===== src/rtl/usb_fs_cdr_pkg.sv =====
package usb_fs_cdr_pkg;

    // Raw line state, encoded as {dp, dm}
    typedef enum logic [1:0] {
        LN_SE0 = 2'b00,
        LN_K   = 2'b01,
        LN_J   = 2'b10,
        LN_SE1 = 2'b11
    } line_e;

    // Phase action chosen at the evaluation slot
    typedef enum logic [1:0] {
        ADJ_STEP = 2'd0,
        ADJ_SKIP = 2'd1,
        ADJ_HOLD = 2'd2
    } adj_e;

    // Where the last transition sits in the history window
    typedef struct packed {
        logic early;
        logic late;
    } edge_pos_t;

    function automatic line_e to_line(input logic dp, input logic dm);
        line_e v;
        case ({dp, dm})
            2'b00:   v = LN_SE0;
            2'b01:   v = LN_K;
            2'b10:   v = LN_J;
            default: v = LN_SE1;
        endcase
        return v;
    endfunction

    // Early and late together cancel out
    function automatic adj_e pick_adj(input edge_pos_t e);
        adj_e a;
        case ({e.early, e.late})
            2'b10:   a = ADJ_SKIP;
            2'b01:   a = ADJ_HOLD;
            default: a = ADJ_STEP;
        endcase
        return a;
    endfunction

endpackage


===== src/rtl/usb_fs_cdr_hist.sv =====
module usb_fs_cdr_hist
    import usb_fs_cdr_pkg::*;
#(
    parameter int DEPTH = 4
) (
    input  logic                    clk,
    input  logic                    rst,
    input  line_e                   line_i,
    output line_e [DEPTH-1:0]       hist_o,
    output edge_pos_t               edge_o
);

    line_e [DEPTH-1:0] hist_q;

    // Stage 0 holds the newest sample, stage DEPTH-1 the oldest
    for (genvar i = 0; i < DEPTH; i++) begin : g_stage
        if (i == 0) begin : g_head
            always_ff @(posedge clk) begin
                if (rst) hist_q[i] <= LN_J;
                else     hist_q[i] <= line_i;
            end
        end else begin : g_body
            always_ff @(posedge clk) begin
                if (rst) hist_q[i] <= LN_J;
                else     hist_q[i] <= hist_q[i-1];
            end
        end
    end

    always_comb begin
        edge_o.early = (hist_q[DEPTH-1] != hist_q[DEPTH-2]);
        edge_o.late  = (hist_q[1] != hist_q[0]);
    end

    assign hist_o = hist_q;

endmodule


===== src/rtl/usb_fs_cdr_phase.sv =====
module usb_fs_cdr_phase
    import usb_fs_cdr_pkg::*;
#(
    parameter int OSR = 4,
    localparam int PW = $clog2(OSR)
) (
    input  logic          clk,
    input  logic          rst,
    input  edge_pos_t     edge_i,
    output logic [PW-1:0] phase_o,
    output logic          zero_o
);

    localparam logic [PW-1:0] EVAL = PW'(OSR / 2);

    logic [PW-1:0] phase_q;
    logic [PW-1:0] step;
    adj_e          adj;

    // Corrections are taken only half a bit away from the sample slot
    always_comb begin
        adj = (phase_q == EVAL) ? pick_adj(edge_i) : ADJ_STEP;
        case (adj)
            ADJ_SKIP: step = PW'(2);
            ADJ_HOLD: step = '0;
            default:  step = PW'(1);
        endcase
    end

    always_ff @(posedge clk) begin
        if (rst) phase_q <= '0;
        else     phase_q <= phase_q + step;
    end

    assign phase_o = phase_q;
    assign zero_o  = (phase_q == '0);

endmodule


===== src/rtl/usb_fs_cdr_out.sv =====
module usb_fs_cdr_out
    import usb_fs_cdr_pkg::*;
(
    input  logic  clk,
    input  logic  rst,
    input  logic  take_i,
    input  line_e sample_i,
    output logic  stb_o,
    output line_e line_o
);

    logic  stb_q;
    line_e line_q;

    always_ff @(posedge clk) begin
        if (rst) begin
            stb_q  <= 1'b0;
            line_q <= LN_J;
        end else begin
            stb_q <= take_i;
            if (take_i) line_q <= sample_i;
        end
    end

    assign stb_o  = stb_q;
    assign line_o = line_q;

endmodule


===== src/rtl/usb_fs_cdr.sv =====
module usb_fs_cdr
    import usb_fs_cdr_pkg::*;
#(
    parameter int OSR = 4
) (
    input  logic clk,
    input  logic rst,
    input  logic line_dp,
    input  logic line_dm,
    output logic bit_stb,
    output logic bit_dp,
    output logic bit_dm
);

    localparam int PW  = $clog2(OSR);
    localparam int TAP = OSR / 2 - 1;

    line_e             line_w;
    line_e [OSR-1:0]   hist_w;
    edge_pos_t         edge_w;
    logic [PW-1:0]     phase_q;
    logic              zero_w;
    line_e             out_w;
    line_e             tap_w;
    logic              early_w;
    logic              late_w;

    assign line_w  = to_line(line_dp, line_dm);
    assign tap_w   = hist_w[TAP];
    assign early_w = edge_w.early;
    assign late_w  = edge_w.late;

    usb_fs_cdr_hist #(.DEPTH(OSR)) u_hist (
        .clk    (clk),
        .rst    (rst),
        .line_i (line_w),
        .hist_o (hist_w),
        .edge_o (edge_w)
    );

    usb_fs_cdr_phase #(.OSR(OSR)) u_phase (
        .clk     (clk),
        .rst     (rst),
        .edge_i  (edge_w),
        .phase_o (phase_q),
        .zero_o  (zero_w)
    );

    usb_fs_cdr_out u_out (
        .clk      (clk),
        .rst      (rst),
        .take_i   (zero_w),
        .sample_i (tap_w),
        .stb_o    (bit_stb),
        .line_o   (out_w)
    );

    assign bit_dp = out_w[1];
    assign bit_dm = out_w[0];

endmodule


===== config.mk =====
export PLATFORM = sky130hd
export DESIGN_NAME = usb_fs_cdr
export DESIGN_NICKNAME = d
export VERILOG_FILES = /design/src/rtl/usb_fs_cdr_pkg.sv /design/src/rtl/usb_fs_cdr_hist.sv /design/src/rtl/usb_fs_cdr_phase.sv /design/src/rtl/usb_fs_cdr_out.sv /design/src/rtl/usb_fs_cdr.sv
export SDC_FILE = /design/constraint.sdc
export NUM_CORES = 1
export LEC_CHECK = 0
export BUFFER_PORTS_ARGS = -buffer_cell sky130_fd_sc_hd__buf_4
export CAP_MARGIN = 40
export CORE_AREA = 2 2 39 41
export CTS_CLUSTER_SIZE = 24
export DETAILED_ROUTE_END_ITERATION = 8
export DIE_AREA = 0 0 41 43
export PLACE_DENSITY = 0.59
export SYNTH_ARGS = -nofsm -noshare
export SYNTH_HDL_FRONTEND = slang
export SYNTH_SLANG_ARGS = --single-unit

===== constraint.sdc =====
create_clock -name clk -period 4.5 [get_ports clk]
set_clock_uncertainty 0.2 [all_clocks]
set_input_delay 0.45 -clock clk [delete_from_list [all_inputs] [get_ports clk]]
set_output_delay 0.45 -clock clk [all_outputs]
set_load 0.01 [all_outputs]

==> impl.org, run 1 <==
** Status
- The run finished with clean final reports.

** Power
- Of the total power, registers draw 0.570.
- Combinational cell fraction of total power :: 0.136
- The internal power of the cells totals 0.000177 W.
- Power density over the cells :: 411 nW/um^2
- VDD sags by at most 0.209 mV.
- Of the total power, the share spent switching nets is 0.243.
- The analysis attributes to net switching a power of 0.0000568 W.
- Leakage power :: 0.240 nW
- The share of total power dissipated in the clock network is 0.294.

** Die
- 7 I/O pins were placed.
- The die is 43 microns tall.
- The die is 41 microns wide.
- Area of the die :: 1760 sq um
- In this run the standard cell core region covers 1380 sq um.
- For this configuration, the core starts out at a cell density of 0.348.
- FP Rows :: 14

** STA
- Based on the critical path, the design can be clocked at up to 509 MHz.
- Fin Setup TNS :: 0 ps
- Final Hold Fails :: 0
- Setup-failing EPs final :: 0
- Hold is met by 169 ps.
- Slew Limit Fails :: 0
- Setup repair after global routing left no endpoint under its margin.
- The worst pin sits at a relative slew slack of 0.842.
- Actual slew at the worst max-slew pin :: 236 ps
- Final Critical Period :: 1970 ps
- In the finished design, the share of the clock period the worst path needs comes to 0.437.

** Critical path
- STA classifies the critical path startpoint as a flop.
- Crit Path Class :: flop to flop
- Along the worst path, the maximum fanout reaches 2.
- Required @ worst endpoint :: 4500 ps
- Element type at the critical path end :: flop
- The slowest stage of the critical path is the dfxtp_1 cell.
- Data on the critical path arrives at its endpoint at 1970 ps.
- The most critical setup path has its startpoint at u_hist.hist_o[4].
- In this design, the stage delay of the slowest critical-path cell is 360 ps.
- Traced cell by cell, the critical path runs through xor2_1 -> nor2_1 -> nor4b_2 -> ha_1 -> ha_1 -> xor2_1 -> and2_1 -> nor3_1.
- The startpoint identified for the worst register-to-register timing path is u_hist.hist_o[4].
- Cells on worst reg2reg path :: 8

** Drt
- For this block, the routed nets add up to 662 microns of wire.
- Detailed-routing iteration count for the pre-antenna-repair pass :: 2
- For this run, design rule violations remaining after detail routing come to 0.
- Number of DRC markers after the initial detailed-route iteration :: 1
- Once detail routing completed, the nets flagged for antenna violations numbered 0.
- The routed layout has 309 vias.
- Using the TritonRoute via totals, the vias-per-cell ratio works out to 4.41.
- In the final routed layout, each cell accounts on average for 9.46 microns.

** Layout
- The repair_antennas step left the layout with diodes totalling 0.
- Final Core Density :: 0.411
- Layout cells sized above 1 :: 0.315
- Post-synthesis to final-layout area growth :: 18.2%
- Counting the fill cells in the layout gives 147.
- The final layout contains 61 nets.

** Clock network
- Number of buffers created by CTS :: 3
- For the worst-skew pair, the clock arrives at the later sink with an insertion delay of 270 ps.
- Hold bufs inserted after CTS :: 0
- Deepest clock path buffer count :: 2
- Setup repair bufs after CTS :: 0
- TritonCTS clock tree :: yes
- Number of levels the H-tree was split into :: 1
- The clock drives 13 sinks.
- Once the clock tree was built, the resizer swapped 0 gates to a different size.
- Clock-pin slew was measured on the worst setup and hold paths at 70 ps.
- Root buf cell :: clkbuf_4

** Global routing
- Antenna violations before repair :: 0
- Via count of the first global-routing pass :: 282
- The first global-routing pass estimated 1.15 mm of wire.
- Entering global routing, the biggest net connects 14 pins.
- Aggregate global-route resource usage :: 0.105
- Summed over all layers, the global routing overflow is 0.

** Logic synthesis
- The share of the Yosys chip area taken by registers is 0.540.
- Area share of the largest cell type after synthesis :: 0.540
- The synthesized design contains 13 register bits.
- Syn avg cell area :: 10.7 sq um
- Largest area contributor in the synthesized netlist :: dfxtp_1
- Yosys attributes the largest share of cell area to dfxtp_1 54%, and2b_2 5.5%, xor2_1 5.5%.
- For this run, the number of Yosys warnings is 0.
- Net count after synthesis :: 51
- The synthesized netlist contains 17 unique library cells.
- Synthesis handed over a netlist of 45 instances.
- Total standard cell area after synthesis :: 482 sq um

** Place
- Detailed Place HPWL :: 476 microns
- Last weighted congestion value of the routability-driven placer :: 0.649
- During placement, the flow inserted port buffers numbering 6.

** Min path
- The tightest min-delay check is of the input pin to flop type.
- Source of the worst hold timing path :: line_dp
- Along the worst hold path, the cell count comes to 2.

** Run
- Max-capacitance violation count :: 0
[path summary, 6_finish.rpt]
path / to / slack (ps)
max: u_phase.phase_o[1] / 2530
min: u_hist.hist_o[1] / 170
max reg2reg: u_phase.phase_o[1] / 2530
min reg2reg: u_hist.hist_o[3] / 270
[placed cells by master (no fill, tap or decap)]
cell	count
nand3b_1	1
a21oi_1	1
nor3_1	2
or2_2	4
xor2_1	3
nor2_1	3
clkbuf_4	3
nand2_1	3
dfxtp_1	13
ha_1	2
and2b_2	3
nand4b_1	1
nor2b_1	2
o21ai_0	2
and2_1	1
xnor2_1	2
clkbuf_1	1
buf_4	6
nor4b_2	1
[kinds of logic after synthesis]
logic type               count (synthesis)  share of synthesized area
flip-flops                              13                      0.540
AO/OA/AOI/OAI                            3                     0.0312
buffers and inverters                    1                    0.00778
adder cells (fa/ha/maj)                  2                     0.0519
XOR/XNOR                                 5                     0.0909
AND/OR/NAND/NOR                         21                      0.278
[per-stage QoR]
step	area (sq um)	cells	setup WS (ps)	total power [W]
6_report	569	70	2530	0.000234
3_3_place_gp	543	66	2570	0.000167
5_1_grt	569	70	2340	0.000252
4_1_cts	569	70	2520	0.000240
3_5_place_dp	543	66	2540	0.000169
2_1_floorplan	482	45	2640	0.000156
[state kept, by name, summed over array words and instances, names as in the netlist]
| register | count |
|---|---|
| u_phase.phase_o | 2 |
| u_out.stb_o | 1 |
| u_hist.hist_o | 8 |
| u_out.line_o | 2 |
[layout make-up]
type / count / area, sq um / share of cell area
flip-flops and latches: 13 / 260 / 0.457
multi-input cells: 31 / 218 / 0.382
repair buffers: 6 / 45.0 / 0.0791
clock buffers: 4 / 26.3 / 0.0462
well taps: 16 / 20.0 / 0.0352
[Yosys cell counts (all sizes together)]
| cell | number |
|---|---|
| nand4b | 1 |
| and2 | 1 |
| nor2 | 3 |
| dfxtp | 13 |
| nand3b | 1 |
| clkbuf | 1 |
| xor2 | 3 |
| or2 | 4 |
| nand2 | 3 |
| a21oi | 1 |
| nor4b | 1 |
| nor2b | 2 |
| ha | 2 |
| xnor2 | 2 |
| and2b | 3 |
| nor3 | 2 |
| o21ai | 2 |
[power by group through the flow]
stage               Clock [W]  Combinational, W  Sequential, W
finish              0.0000688         0.0000319       0.000133
global route        0.0000805         0.0000371       0.000135
CTS                 0.0000739         0.0000326       0.000133
detailed placement          0         0.0000324       0.000136
global placement            0         0.0000316       0.000136
floorplan                   0         0.0000205       0.000136
[worst max-delay path, delay by kind of cell (launching register included)]
kind          cells  cell delay (ps)
xor+xnor          2              290
flops             1              360
fa+ha+maj         2              460
simple gates      4              590
[per-layer routing]
| layer | GRT usage | wire length [microns] |
|---|---|---|
| met5 | 0 | 0 |
| met2 | 0.122 | 300 |
| met4 | 0.0600 | 0 |
| met3 | 0.0942 | 51 |
| met1 | 0.124 | 311 |
Note: power is estimated with default switching activity, not from simulation.
==> run 2: changes to the inputs <==
clock period = 1.9 ns   (was 4.5 ns; I/O delays follow)
==> impl.org, run 2 (synthesis gave the netlist of run 1 again) <==
** STA
- Max frequency :: 524 MHz (was 509 MHz)
- The minimum clock period after layout is 1910 ps (was 1970 ps).
- The number of max-slew violations in the final report is 0 (unchanged).
- Final Hold Fails :: 0 (unchanged)
- Actual slew at the worst max-slew pin :: 239 ps (was 236 ps)
- The number of endpoints failing setup at the final stage was 1 (was 0).
- The remaining max-slew budget at the tightest pin was 0.840 (was 0.842).
- Setup repair after global routing missed its margin: yes (was no).
- The tightest hold margin is 251 ps (was 169 ps).
- Portion of the clock cycle consumed by the worst path in the final layout :: 1.00 (was 0.437)
- The worst-case setup margin in the final layout came to -8.28 ps (was 2530 ps).

** Drt
- Detailed-routing iteration count for the pre-antenna-repair pass :: 4 (was 2)
- Number of DRC markers after the initial detailed-route iteration :: 4 (was 1)
- Detailed-route wire length :: 657 microns (was 662 microns)
- DRC errors left :: 0 (unchanged)
- The average routed wire per standard cell came to 8.76 microns (was 9.46 microns).
- The total via count after detailed routing came to 323 (was 309).
- The post-route antenna net violation count came to 0 (unchanged).
- Vias per Instance :: 4.31 (was 4.41)

** Critical path
- The count of buffer and inverter cells on the critical path came to 0 (unchanged).
- Ordered cell list for the critical path: xnor2_1 -> nand2_1 -> nor4b_2 -> ha_1 -> ha_2 -> xor2_1 -> and2_1 -> nor3_2 (was xor2_1 -> nor2_1 -> nor4b_2 -> ha_1 -> ha_1 -> xor2_1 -> and2_1 -> nor3_1).
- Launching element type of the critical path :: flop (unchanged)
- CP Data Arrival Time :: 1910 ps (was 1970 ps)
- Element type at the critical path end :: flop (unchanged)
- Required @ worst endpoint :: 1900 ps (was 4500 ps)
- Largest stage delay, worst path :: 320 ps (was 360 ps)
- Critical path's slowest cell :: dfxtp_2 (was dfxtp_1)
- Crit Path Class :: flop to flop (unchanged)
- Category of cells accounting for the largest share of critical-path delay :: simple AND/OR/NAND/NOR gates (unchanged)
- The largest fanout of any net on the critical path is 2 (unchanged).

** Power
- The leakage power of the design was 0.262 nW (was 0.240 nW).
- Power density over the cells :: 896 nW/um^2 (was 411 nW/um^2)
- The maximum vdd drop came to 0.530 mV (was 0.209 mV).

** Layout
- Net count of the finished layout :: 66 (was 61)
- Top library cells by usage in the layout, fill and taps aside: 9 x dfxtp_1, 8 x buf_4, 4 x or2_2, 4 x dfxtp_2 (was 13 x dfxtp_1, 6 x buf_4, 4 x or2_2).
- The growth of design area from synthesis to finish is 30.1% (was 18.2%).
- Layout cells sized above 1 :: 0.424 (was 0.315)
- Max reg flops :: 8 (unchanged)
- Final Core Density :: 0.453 (was 0.411)
- The most common library cell in the layout ignoring fill and taps was dfxtp_1 (unchanged).
- The antenna diode instance count is 0 (unchanged).

** Die
- Core Area :: 1380 sq um (unchanged)
- Number of top-level design ports :: 7 (unchanged)
- Initial core utilization :: 0.348 (unchanged)
- The die boundary height was 43 microns (unchanged).
- Area of the die :: 1760 sq um (unchanged)
- The die width came to 41 microns (unchanged).
- FP Rows :: 14 (unchanged)

** Place
- Detailed Place HPWL :: 436 microns (was 476 microns)
- Last weighted congestion value of the routability-driven placer :: 0.618 (was 0.649)
- Port Buffer Count :: 6 (unchanged)

** Clock network
- Clk pin slew, worst setup/hold paths :: 70 ps (about the same)
- Clk_lat worst skew :: 270 ps (about the same)
- The maximum number of buffers from clock root to sink is 2 (unchanged).
- Number of levels the H-tree was split into :: 1 (unchanged)
- The clock tree from TritonCTS is yes (unchanged).
- The number of buffers inserted during clock tree synthesis was 3 (unchanged).
- Clock sink total :: 13 (unchanged)
- The root buffer cell is clkbuf_4 (unchanged).

** Global routing
- The overall overflow remaining after global route was 0 (unchanged).
- The number of antenna violations at the first check in global routing is 0 (unchanged).
- Maximum number of pins on one net before global-route repair :: 14 (unchanged)
- The via count of the first global-routing pass was 324 (was 282).
- Aggregate global-route resource usage :: 0.110 (was 0.105)
- The global-route wire length before repair came to 1.21 mm (was 1.15 mm).

** Status
- Violated checks :: setup timing
- Run status: finished with violations (was completed).

** Min path
- Hold/Removal Path Class :: flop to flop (was input pin to flop)

** Run
- Max-capacitance violation count :: 0 (unchanged)
==> run 2: changes by cell type in the layout (fill, tap and decap cells not counted), sizes merged <==
cell / delta
dlygate4sd3: +3
buf: +2
==> run 2: final timing paths <==
path                                  startpoint                 end  slack [ps]  depth (start not counted)
worst max-delay path            u_hist.hist_o[3]  u_phase.phase_o[1]          -8                          8
worst min-delay path            u_hist.hist_o[1]    u_hist.hist_o[3]         250                          1
worst max register to register  u_hist.hist_o[3]  u_phase.phase_o[1]          -8                          8
worst min register to register  u_hist.hist_o[1]    u_hist.hist_o[3]         250                          1
==> run 2: layout make-up <==
type	instances	area (sq um)
tap	16	20.0
fill	127	757
multi-input combinational	31	225
sequential	13	265
clock buffer	4	26.3
timing repair buffer	11	90.1
==> run 2: timing repair <==
item | in CTS | in global routing
resized for setup | 2 | 4
buffers inserted | 0 | 0
hold endpoints to repair | 7 | 0
endpoints found under the setup margin | 1 | 2
pin swaps | 2 | 3
hold buffers | 3 | 0
==> run 2: metal layers <==
metal,GRT usage,wire length [microns]
met5,0,0
met4,0.0600,9
met3,0.0942,57
met2,0.150,288
met1,0.111,301
==> run 2: power by group <==
part           switching, W  internal [W]  total [W]  leakage [nW]
logic             0.0000357     0.0000508  0.0000865         0.140
registers         0.0000203      0.000295   0.000316         0.107
clock network     0.0000783     0.0000813   0.000160        0.0150
total              0.000134      0.000427   0.000562         0.262
==> run 2: through the flow <==
| stage | cells | total power [W] | instance area (sq um) | setup slack (ps) | TNS (ps) |
|---|---|---|---|---|---|
| 2_1_floorplan | 45 | 0.000370 | 482 | 40.9 | 0 |
| 3_3_place_gp | 68 | 0.000398 | 558 | -28.0 | -28.0 |
| 3_5_place_dp | 68 | 0.000399 | 558 | -44.8 | -44.8 |
| 4_1_cts | 75 | 0.000567 | 618 | -51.4 | -51.4 |
| 5_1_grt | 75 | 0.000606 | 627 | -131 | -131 |
| 6_report | 75 | 0.000562 | 627 | -8.28 | -8.28 |
==> run 3: changes to the inputs <==
CORE_AREA = 5 5 42 44   (was 2 2 39 41)
DIE_AREA = 0 0 47 49   (was 0 0 41 43)
==> impl.org, run 3 (synthesis gave the netlist of run 1 again) <==
** Global routing
- The global-route wire length before repair is 1.41 mm (was 1.21 mm).
- The via count of the first global-routing pass was 362 (was 324).
- Antenna violations before repair :: 0 (unchanged)
- Gr ovfl total :: 0 (unchanged)
- The maximum number of pins on one net before global-route repair is 14 (unchanged).
- The total global-route track usage came to 0.0856 (was 0.110).

** Min path
- Hold path cells :: 1 (unchanged)
- The endpoint with the worst hold slack was u_hist.hist_o[7] (was u_hist.hist_o[3]).
- Hold/Removal Path Class :: flop to flop (unchanged)
- Source of the worst hold timing path :: u_hist.hist_o[5] (was u_hist.hist_o[1])

** Critical path
- The data arrival time of the critical path was 1960 ps (was 1910 ps).
- Cells on worst reg2reg path :: 8 (unchanged)
- Flop-to-flop setup slack :: -60 ps (was -8 ps)
- Critical path's slowest cell :: dfxtp_2 (unchanged)
- The type of the worst setup path was flop to flop (unchanged).
- Element type at the critical path end :: flop (unchanged)
- The destination of the worst register-to-register timing path was u_phase.phase_o[1] (unchanged).
- Required @ worst endpoint :: 1910 ps (was 1900 ps)
- The largest fanout of any net on the critical path is 2 (unchanged).
- The type of origin of the critical path is a flop (unchanged).
- Ordered cell list for the critical path: xnor2_1 -> nand2_1 -> nor4b_2 -> ha_1 -> ha_2 -> xor2_1 -> and2_1 -> nor3_1 (was xnor2_1 -> nand2_1 -> nor4b_2 -> ha_1 -> ha_2 -> xor2_1 -> and2_1 -> nor3_2).
- The delay of the slowest cell on the worst path came to 330 ps (was 320 ps).
- Reg-to-reg critical path startpoint :: u_hist.hist_o[0] (was u_hist.hist_o[3])

** Drt
- The DRC violations left is 0 (unchanged).
- The count of routing violations after the opening detailed-route iteration came to 1 (was 4).
- Vias per Instance :: 4.48 (was 4.31)
- Via count of the routed design :: 354 (was 323)
- Routed WL per cell :: 9.77 microns (was 8.76 microns)
- The total wire length after detailed routing was 772 microns (was 657 microns).
- Detailed-routing iteration count for the pre-antenna-repair pass :: 2 (was 4)
- The post-route antenna net violation count came to 0 (unchanged).

** Layout
- The number of filler cells placed in the layout was 144 (was 127).
- Max reg flops :: 8 (unchanged)
- Antenna diode count :: 0 (unchanged)
- The final standard cell utilization of the core was 0.468 (was 0.453).
- Top library cells by usage in the layout, fill and taps aside :: 11 x buf_4, 9 x dfxtp_1, 4 x or2_2, 4 x dlygate4sd3_1, 4 x dfxtp_2 (was 9 x dfxtp_1, 8 x buf_4, 4 x or2_2, 4 x dfxtp_2)
- Post-synthesis to final-layout area growth :: 36.1% (was 30.1%)
- The area of the multi-input gates was 220 sq um (was 225 sq um).
- Commonest non-fill, non-tap cell in the layout :: buf_4 (was dfxtp_1)
- Layout cells sized above 1 :: 0.444 (was 0.424)
- Net count of the finished layout :: 70 (was 66)
- The cell area after layout came to 656 sq um (was 627 sq um).
- Seq. cell area :: 265 sq um (unchanged)

** Die
- The total number of placement rows is 14 (unchanged).
- The boundary pin count was 7 (unchanged).
- Initial core utilization :: 0.344 (was 0.348)
- The die width is 47 microns (was 41 microns).
- Area of the die :: 2300 sq um (was 1760 sq um)
- Height of the chip :: 49 microns (was 43 microns)
- Core Area :: 1400 sq um (was 1380 sq um)

** STA
- Setup repair after global routing missed its margin: yes (unchanged).
- Portion of the clock cycle consumed by the worst path in the final layout :: 1.03 (was 1.00)
- The setup TNS was -55.3 ps (was -8.28 ps).
- Final Critical Period :: 1960 ps (was 1910 ps)
- The maximum clock frequency was 511 MHz (was 524 MHz).
- Slew Limit Fails :: 0 (unchanged)
- The slew at the pin closest to its max-slew limit came to 207 ps (was 239 ps).
- The number of hold violations in the final report is 0 (unchanged).
- Least setup slack across all paths after layout :: -55.3 ps (was -8.28 ps)
- The number of endpoints failing setup at the final stage came to 1 (unchanged).
- Final hold slack :: 252 ps (was 251 ps)
- Slew margin rel. :: 0.862 (was 0.840)

** Power
- The maximum vdd drop was 0.350 mV (was 0.530 mV).
- Leakage power :: 0.281 nW (was 0.262 nW)
- Power density over the cells :: 896 nW/um^2 (about the same)

** Clock network
- Clk_lat worst skew :: 280 ps (was 270 ps)
- Clock sink total :: 13 (unchanged)
- Deepest clock path buffer count :: 2 (unchanged)
- The depth of the CTS H-tree came to 1 (unchanged).
- Clk pin slew, worst setup/hold paths :: 80 ps (was 70 ps)
- Root buf cell :: clkbuf_4 (unchanged)
- The number of buffers inserted during clock tree synthesis came to 3 (unchanged).
- TritonCTS clock tree :: yes (unchanged)

** Run
- Max-capacitance violation count :: 0 (unchanged)

** Place
- Port Buffer Count :: 6 (unchanged)
- The placed instance area was 573 sq um (was 558 sq um).
- The final RePlAce weighted congestion came to 0.662 (was 0.618).
- The placement-stage worst setup slack was -59.4 ps (was -44.8 ps).
- The final HPWL from detailed placement is 523 microns (was 436 microns).

** Status
- Violated checks: setup timing (unchanged).
- Run status :: finished with violations (unchanged)
==> run 3: metal layers <==
metal	vias to the layer above	global-route usage	routed length, microns
li1	182	-	-
met1	161	0.0960	327
met2	9	0.133	376
met3	2	0.0258	53
met4	0	0.0553	15
met5	-	0	0
==> run 3: final cells by class <==
cell class | count | share of cell area
multi-input cells | 31 | 0.336
well taps | 16 | 0.0305
clock buffers | 3 | 0.0344
repair buffers | 15 | 0.187
flip-flops and latches | 13 | 0.405
clock inverters | 1 | 0.00763
==> run 3: worst max-delay path by stage <==
stage	from	end	slack (ps)
finish	u_hist.hist_o[0]	u_phase.phase_o[1]	-60
CTS	u_hist.hist_o[0]	u_phase.phase_o[1]	-60
detailed placement	u_hist.hist_o[7]	u_phase.phase_o[1]	-60
floorplan	u_hist.hist_o[5]	u_phase.phase_o[1]	40
global placement	u_hist.hist_o[5]	u_phase.phase_o[1]	-20
global route	u_hist.hist_o[0]	u_phase.phase_o[1]	-200
==> run 3: where the power goes <==
part / internal (W) / total (W) / switching, W
Combinational: 0.0000634 / 0.000108 / 0.0000450
Clock: 0.0000781 / 0.000171 / 0.0000928
Sequential: 0.000295 / 0.000308 / 0.0000129
Total: 0.000436 / 0.000587 / 0.000151
==> run 3: repair_timing <==
action                     in CTS  in global routing
hold buffers                    4                  0
buffers inserted                1                  0
resized for setup               5                  0
pin swaps                       5                  0
hold endpoints to repair       11                  0
setup endpoints to repair       1                  2
==> run 3: worst max-delay path, delay by kind of cell, from the launching register on <==
kind | cells | cell delay (ps)
xor+xnor | 2 | 290
flops | 1 | 330
fa+ha+maj | 2 | 440
simple gates | 4 | 640
==> run 3: stage by stage <==
stage | instances | power [W]
6_report | 79 | 0.000587
5_1_grt | 79 | 0.000626
4_1_cts | 79 | 0.000598
3_5_place_dp | 70 | 0.000413
3_3_place_gp | 70 | 0.000412
2_1_floorplan | 45 | 0.000370
